`src/rtl/wide_mag_cmp.sv`:
```
module wide_mag_cmp #(
  parameter int W = 24
) (
  input  logic [W-1:0] a_i,
  input  logic [W-1:0] b_i,
  output logic         gt_o,
  output logic         eq_o,
  output logic         lt_o
);
  localparam int PW  = 24;
  localparam int NUP = 4;

  function automatic logic [1:0] cell_gl(input logic [3:0] a, input logic [3:0] b,
                                         input logic cgt, input logic ceq, input logic clt);
    if (a > b)    return 2'b10;
    else if (a < b) return 2'b01;
    else if (ceq) return 2'b00;
    else          return {~clt, ~cgt};
  endfunction

  function automatic logic cell_eq(input logic [3:0] a, input logic [3:0] b, input logic ceq);
    return (a == b) && ceq;
  endfunction

  logic [PW-1:0]  ap, bp;
  logic [NUP:0]   sgt, slt;
  logic           seq0;
  logic [NUP-1:0] fa, fb;

  assign ap = PW'(a_i);
  assign bp = PW'(b_i);

  assign {sgt[0], slt[0]} = cell_gl(ap[3:0], bp[3:0], 1'b0, 1'b1, 1'b0);
  assign seq0             = cell_eq(ap[3:0], bp[3:0], 1'b1);

  for (genvar k = 1; k <= NUP; k++) begin : g_rank
    assign {sgt[k], slt[k]} = cell_gl(ap[5*k+3 -: 4], bp[5*k+3 -: 4],
                                      ap[5*k-1], 1'b0, bp[5*k-1]);
    assign fa[k-1] = sgt[k];
    assign fb[k-1] = slt[k];
  end

  assign {gt_o, lt_o} = cell_gl(fa, fb, sgt[0], seq0, slt[0]);
  assign eq_o         = cell_eq(fa, fb, seq0);
endmodule

```
`config.mk`:
```
export PLATFORM = sky130hd
export DESIGN_NAME = wide_mag_cmp
export DESIGN_NICKNAME = d
export VERILOG_FILES = /design/src/rtl/wide_mag_cmp.sv
export SDC_FILE = /design/constraint.sdc
export NUM_CORES = 1
export LEC_CHECK = 0
export BUFFER_PORTS_ARGS = -buffer_cell sky130_fd_sc_hd__buf_4
export CORE_AREA = 2 2 44 46
export DETAILED_ROUTE_END_ITERATION = 8
export DIE_AREA = 0 0 46 48
export PLACE_DENSITY_LB_ADDON = 0.2
export REMOVE_ABC_BUFFERS = 1
export SLEW_MARGIN = 20
export SYNTH_ARGS = -nofsm -noshare
export SYNTH_HDL_FRONTEND = slang
export SYNTH_SLANG_ARGS = --single-unit
```
`constraint.sdc`:
```
create_clock -name vclk -period 2.4
set_input_delay 0.48 -clock vclk [all_inputs]
set_output_delay 0.48 -clock vclk [all_outputs]
set_load 0.01 [all_outputs]
```
# Word level (Yosys, flattened, before mapping)
# Cells that the tools add are included.
# Widths: inputs -> output; s select.
[classes]
magnitude_cmp = 12
mux = 13
bitwise_logic = 10
eq_ne = 2
n_reduce_logical = 1
[ops]
columns = ["op", "count"]
rows = [
  ["$gt 4x4->1", 6],
  ["$lt 4x4->1", 6],
  ["$mux 2", 12],
  ["$not 1->1", 10],
  ["$eq 4x4->1", 2],
  ["$logic_and 1x1->1", 1],
  ["$mux 1", 1],
]
[totals]
input_bits = 48
regBits = 0

# Longest topological paths before layout
[depth]
ltp_word = 7
depth_mapped = 11
mapped_depth_nobuf = 11

# Worst setup path after synthesis
# OpenSTA, ideal clock, no wires.
[synth_path]
path_type = "input-to-output"
startpoint = "input b_i[21]"
endpoint = "output lt_o"
slack_ps = -34
required_ps = 1920
arrival_time_ps = 1954
path_stages = 8
n_path_buf = 0
cell_sequence = "inv_1 ha_1 nor2b_1 o211ai_1 a21oi_1 ha_1 nand4_1 o31ai_1"
[synth_via]
elab_chain_len = 6
elab_cells_between_ends = 8
cone_classes = "order compare (4); mux (4)"
[synth_lines]
columns = ["element", "line", "rtl"]
rows = [
  ["from (decl)", "5", "input logic [W-1:0] b_i,"],
  ["$lt 4x4->1", "16", "else if (a < b) return 2'b01;"],
  ["$mux 2", "16", ""],
  ["$mux 2 *", "15", "if (a > b) return 2'b10;"],
  ["$lt 4x4->1", "16", ""],
  ["$mux 2", "16", ""],
  ["$mux 2 *", "15", ""],
  ["to (decl)", "8", "output logic lt_o"],
]
# Mark *: on every way between the ends. The rest lies on a longest branch, timed or not.

# Final worst setup path
[layout_path]
startpoint = "input b_i[16]"
endpoint = "output eq_o"
[layout_via]
elab_chain_len = 5
elab_cells_between_ends = 6
cone_classes = "order compare (2); eq/ne (1); mux (2); reduce/logical (1)"
[layout_lines]
columns = ["element", "line", "rtl"]
rows = [
  ["$lt 4x4->1", "16", ""],
  ["$mux 2", "16", ""],
  ["$mux 2 *", "15", ""],
  ["$eq 4x4->1 *", "22", "return (a == b) && ceq;"],
  ["$logic_and 1x1->1 *", "22", ""],
  ["to (decl)", "7", "output logic eq_o,"],
]
# Marked as above.

==> summary.md <==
| Metric | Value |
|---|---|
| Avg WL per Cell | `10.27 um` |
| Worst EP required | `1.92 ns` |
| Vias | `846` |
| Max-Slew Margin vs Limit | `0.8504` |
| Total power | `roughly 250 uW` |
| Crit path launch type | `input port` |
| Cell type with the largest total area after synthesis | `ha_1` |
| Run status | `finished with violations` |
| Dominant combinational cell family by area after synthesis | `adder cells` |
| Final weighted congestion of routability-driven global placement | `0.7406` |
| Slew at the pin closest to its max-slew limit | `0.2234 ns` |
| Fraction of the mapped netlist area in compound gates | `0.2283` |
| Area share of and/or/nand/nor cells after synthesis | `0.1717` |
| Via-per-instance ratio | `5.066` |
| Count of filler cells inserted in the layout | `approximately 140` |
| CP max FO | `3` |
| Hold violation total from the final report | `0` |
| Sequential fraction of design power | `0` |
| Violated checks | `setup timing` |
| Die area | `2208 um2` |
| Effective utilization at floorplan | `0.3926` |
| Post-layout minimum cycle time | `2.628 ns` |
| DP Cell Count | `166` |
| Via count of the first global-routing pass | `781` |
| Category of the critical setup timing path | `in2out` |
| Max Fclk | `0.3805 GHz` |
| Worst-case vdd ir drop | `0.1368 mV` |
| FFs & Latches | `0` |
| Average footprint of a synthesized cell | `roughly 6.8 um2` |
| Number of clock buffers in the layout | `0` |
| Post-Layout Cell Count | `167` |
| FF+latch area | `0 um2` |
| Final-stage net count | `224` |
| CORE AREA | `between 1500 and 2000 um2` |
| Iteration-0 DRC Markers | `9` |
| DRT Wirelength | `1.715 mm` |
| Residual DRC count | `0` |
| Switching Fraction | `0.4281` |
| Logic gate share of total power | `1.000` |
| Xor/xnor share of the synthesized area | `0` |
| Fraction of layout instances using a drive strength above 1 | `0.4333` |
| Cell area after synthesis | `about 660 um2` |
| Count of cell types in the netlist | `14` |
| Synth warn | `0` |
| Area growth, synth to finish | `75.47%` |
| Total inserted antenna cells | `0` |
| Antenna-violating nets left | `0` |
| Critical path endpoint category | `output pin` |
| Critical Path AT | `2.15 ns` |
| Number of antenna violations at the first check in global routing | `0` |
| Die width | `between 40 and 50 um` |
| Setup slack after layout | `-0.2284 ns` |
| Final count of pins violating max slew | `0` |
| Net Sw Power | `108.4 uW` |
| Cell area after layout | `1164 um2` |
| Adder-cell share of the synthesized area | `0.4528` |
| Unrepaired setup endpoints after global routing | `true` |
| Multiplexer share of the synthesized area | `0` |
| First-pass GRT wire length | `2.732 mm` |
| Leak | `0.6711 nW` |
| Power per cell area | `217.6 nW/um2` |
| Leftover overflow at the end of global routing | `0` |
| Number of optimization iterations in the first detailed-route pass | `4` |
| GRT Resource Usage Total | `0.1575` |
| I/O Buffers | `51` |
| # rows | `15` |
| CTS hold repair buffers | `0` |
| Cell types with the largest area share after synthesis | `ha_1 (45%), inv_1 (15%), a21oi_1 (11%)` |
| # Max-Cap Violations | `0` |
| Internal power component | `144.8 uW` |
| Detail Placement HPWL | `between 1 and 1.5 mm` |
| Instance area at placement | `1075 um2` |
| Largest net degree at the start of global routing | `4` |
| Part of the Yosys area used for sequential elements | `0` |
| Min-Delay Path Class | `in2out` |
| Number of ports placed on the die boundary | `51` |
| Post-synth top area share | `0.4528` |
| Number of setup violations in the final report | `3` |
| Number of standard cells after synthesis | `97` |
| Summed negative setup slack over all endpoints | `-0.5816 ns` |
| Final clock period utilization by the worst path | `1.095` |
| Part of the power in the clock network | `0` |
| DIE HEIGHT | `roughly 48 um` |
-- worst max-delay path, cell delays in order --
cell	delay (ns)
buf_6	0.10
inv_4	0.04
ha_4	0.19
nor2b_1	0.12
o211ai_1	0.21
a21oi_1	0.10
ha_1	0.31
nand4_1	0.17
buf_4	0.19
nor3_2	0.10
buf_4	0.14
-- metal layers --
layer	wire length [um]	GRT usage	vias to the layer above	part of all wire
li1	-	-	436	-
met1	653	0.1670	378	0.38
met2	954	0.3556	32	0.56
met3	107	0	0	0.062
met4	0	0	0	0
met5	0	0	-	0
-- path summary, 6_finish.rpt --
kind   end    start  slack (ns)  cells after the start
min   lt_o   a_i[3]        1.50                      6
max   eq_o  b_i[16]       -0.23                     11
-- stage by stage --
step / hold WS, ns / util / setup slack (ns)
2_1_floorplan: 1.277 / - / -0.03415
3_3_place_gp: 1.475 / 0.6363 / -0.2320
3_5_place_dp: 1.500 / 0.6363 / -0.2778
4_1_cts: 1.484 / 0.6837 / -0.2341
5_1_grt: 1.542 / 0.6889 / -0.3463
6_report: 1.499 / 0.6889 / -0.2284
-- cell type report --
class / count / area (um2) / share of cell area
repair buffers: 53 / 412.9 / 0.3548
multi-input cells: 71 / 624.3 / 0.5366
well taps: 17 / 21.27 / 0.01828
inverters: 26 / 105.1 / 0.09032
-- what timing repair did --
| item | in CTS | in global routing |
|---|---|---|
| buffers inserted | 1 | 0 |
| hold endpoints to repair | 0 | 0 |
| resized for setup | 17 | 3 |
| pin swaps | 18 | 10 |
| setup endpoints to repair | 3 | 3 |
-- layout by cell type (no fill, tap or decap) --
| master | n |
|---|---|
| buf_4 | 49 |
| inv_1 | 23 |
| ha_1 | 21 |
| a21oi_1 | 15 |
| nor2_1 | 7 |
| nand4_1 | 5 |
| nand2_1 | 5 |
| buf_6 | 4 |
| inv_4 | 3 |
| o211ai_1 | 3 |
| ha_4 | 3 |
| nor2b_1 | 2 |
| o21ai_1 | 2 |
| nor2b_4 | 2 |
| o21ai_0 | 1 |
| o21bai_4 | 1 |
| o21ai_2 | 1 |
| o31ai_2 | 1 |
| nor3_2 | 1 |
| o21a_1 | 1 |
-- Yosys cell counts (3+ instances only) --
library cell / instances
nor2_1: 7
inv_1: 26
ha_1: 24
a21oi_1: 15
nor2b_1: 3
nand4_1: 5
nand2_1: 5
o211ai_1: 3
o21ai_0: 4
-- kinds of logic (layout without fill, tap and decap cells) --
logic type               count (synthesis)  in the layout
adder cells (fa/ha/maj)                 24             24
AO/OA/AOI/OAI                           25             25
AND/OR/NAND/NOR                         22             22
buffers and inverters                   26             79
-- power by group through the flow --
stage / registers, mW / clock network (mW) / logic [mW]
5_1_grt: 0 / 0 / 0.287
3_5_place_dp: 0 / 0 / 0.221
2_1_floorplan: 0 / 0 / 0.119
3_3_place_gp: 0 / 0 / 0.214
4_1_cts: 0 / 0 / 0.245
6_report: 0 / 0 / 0.253
Power figures use the tool's default switching activity.
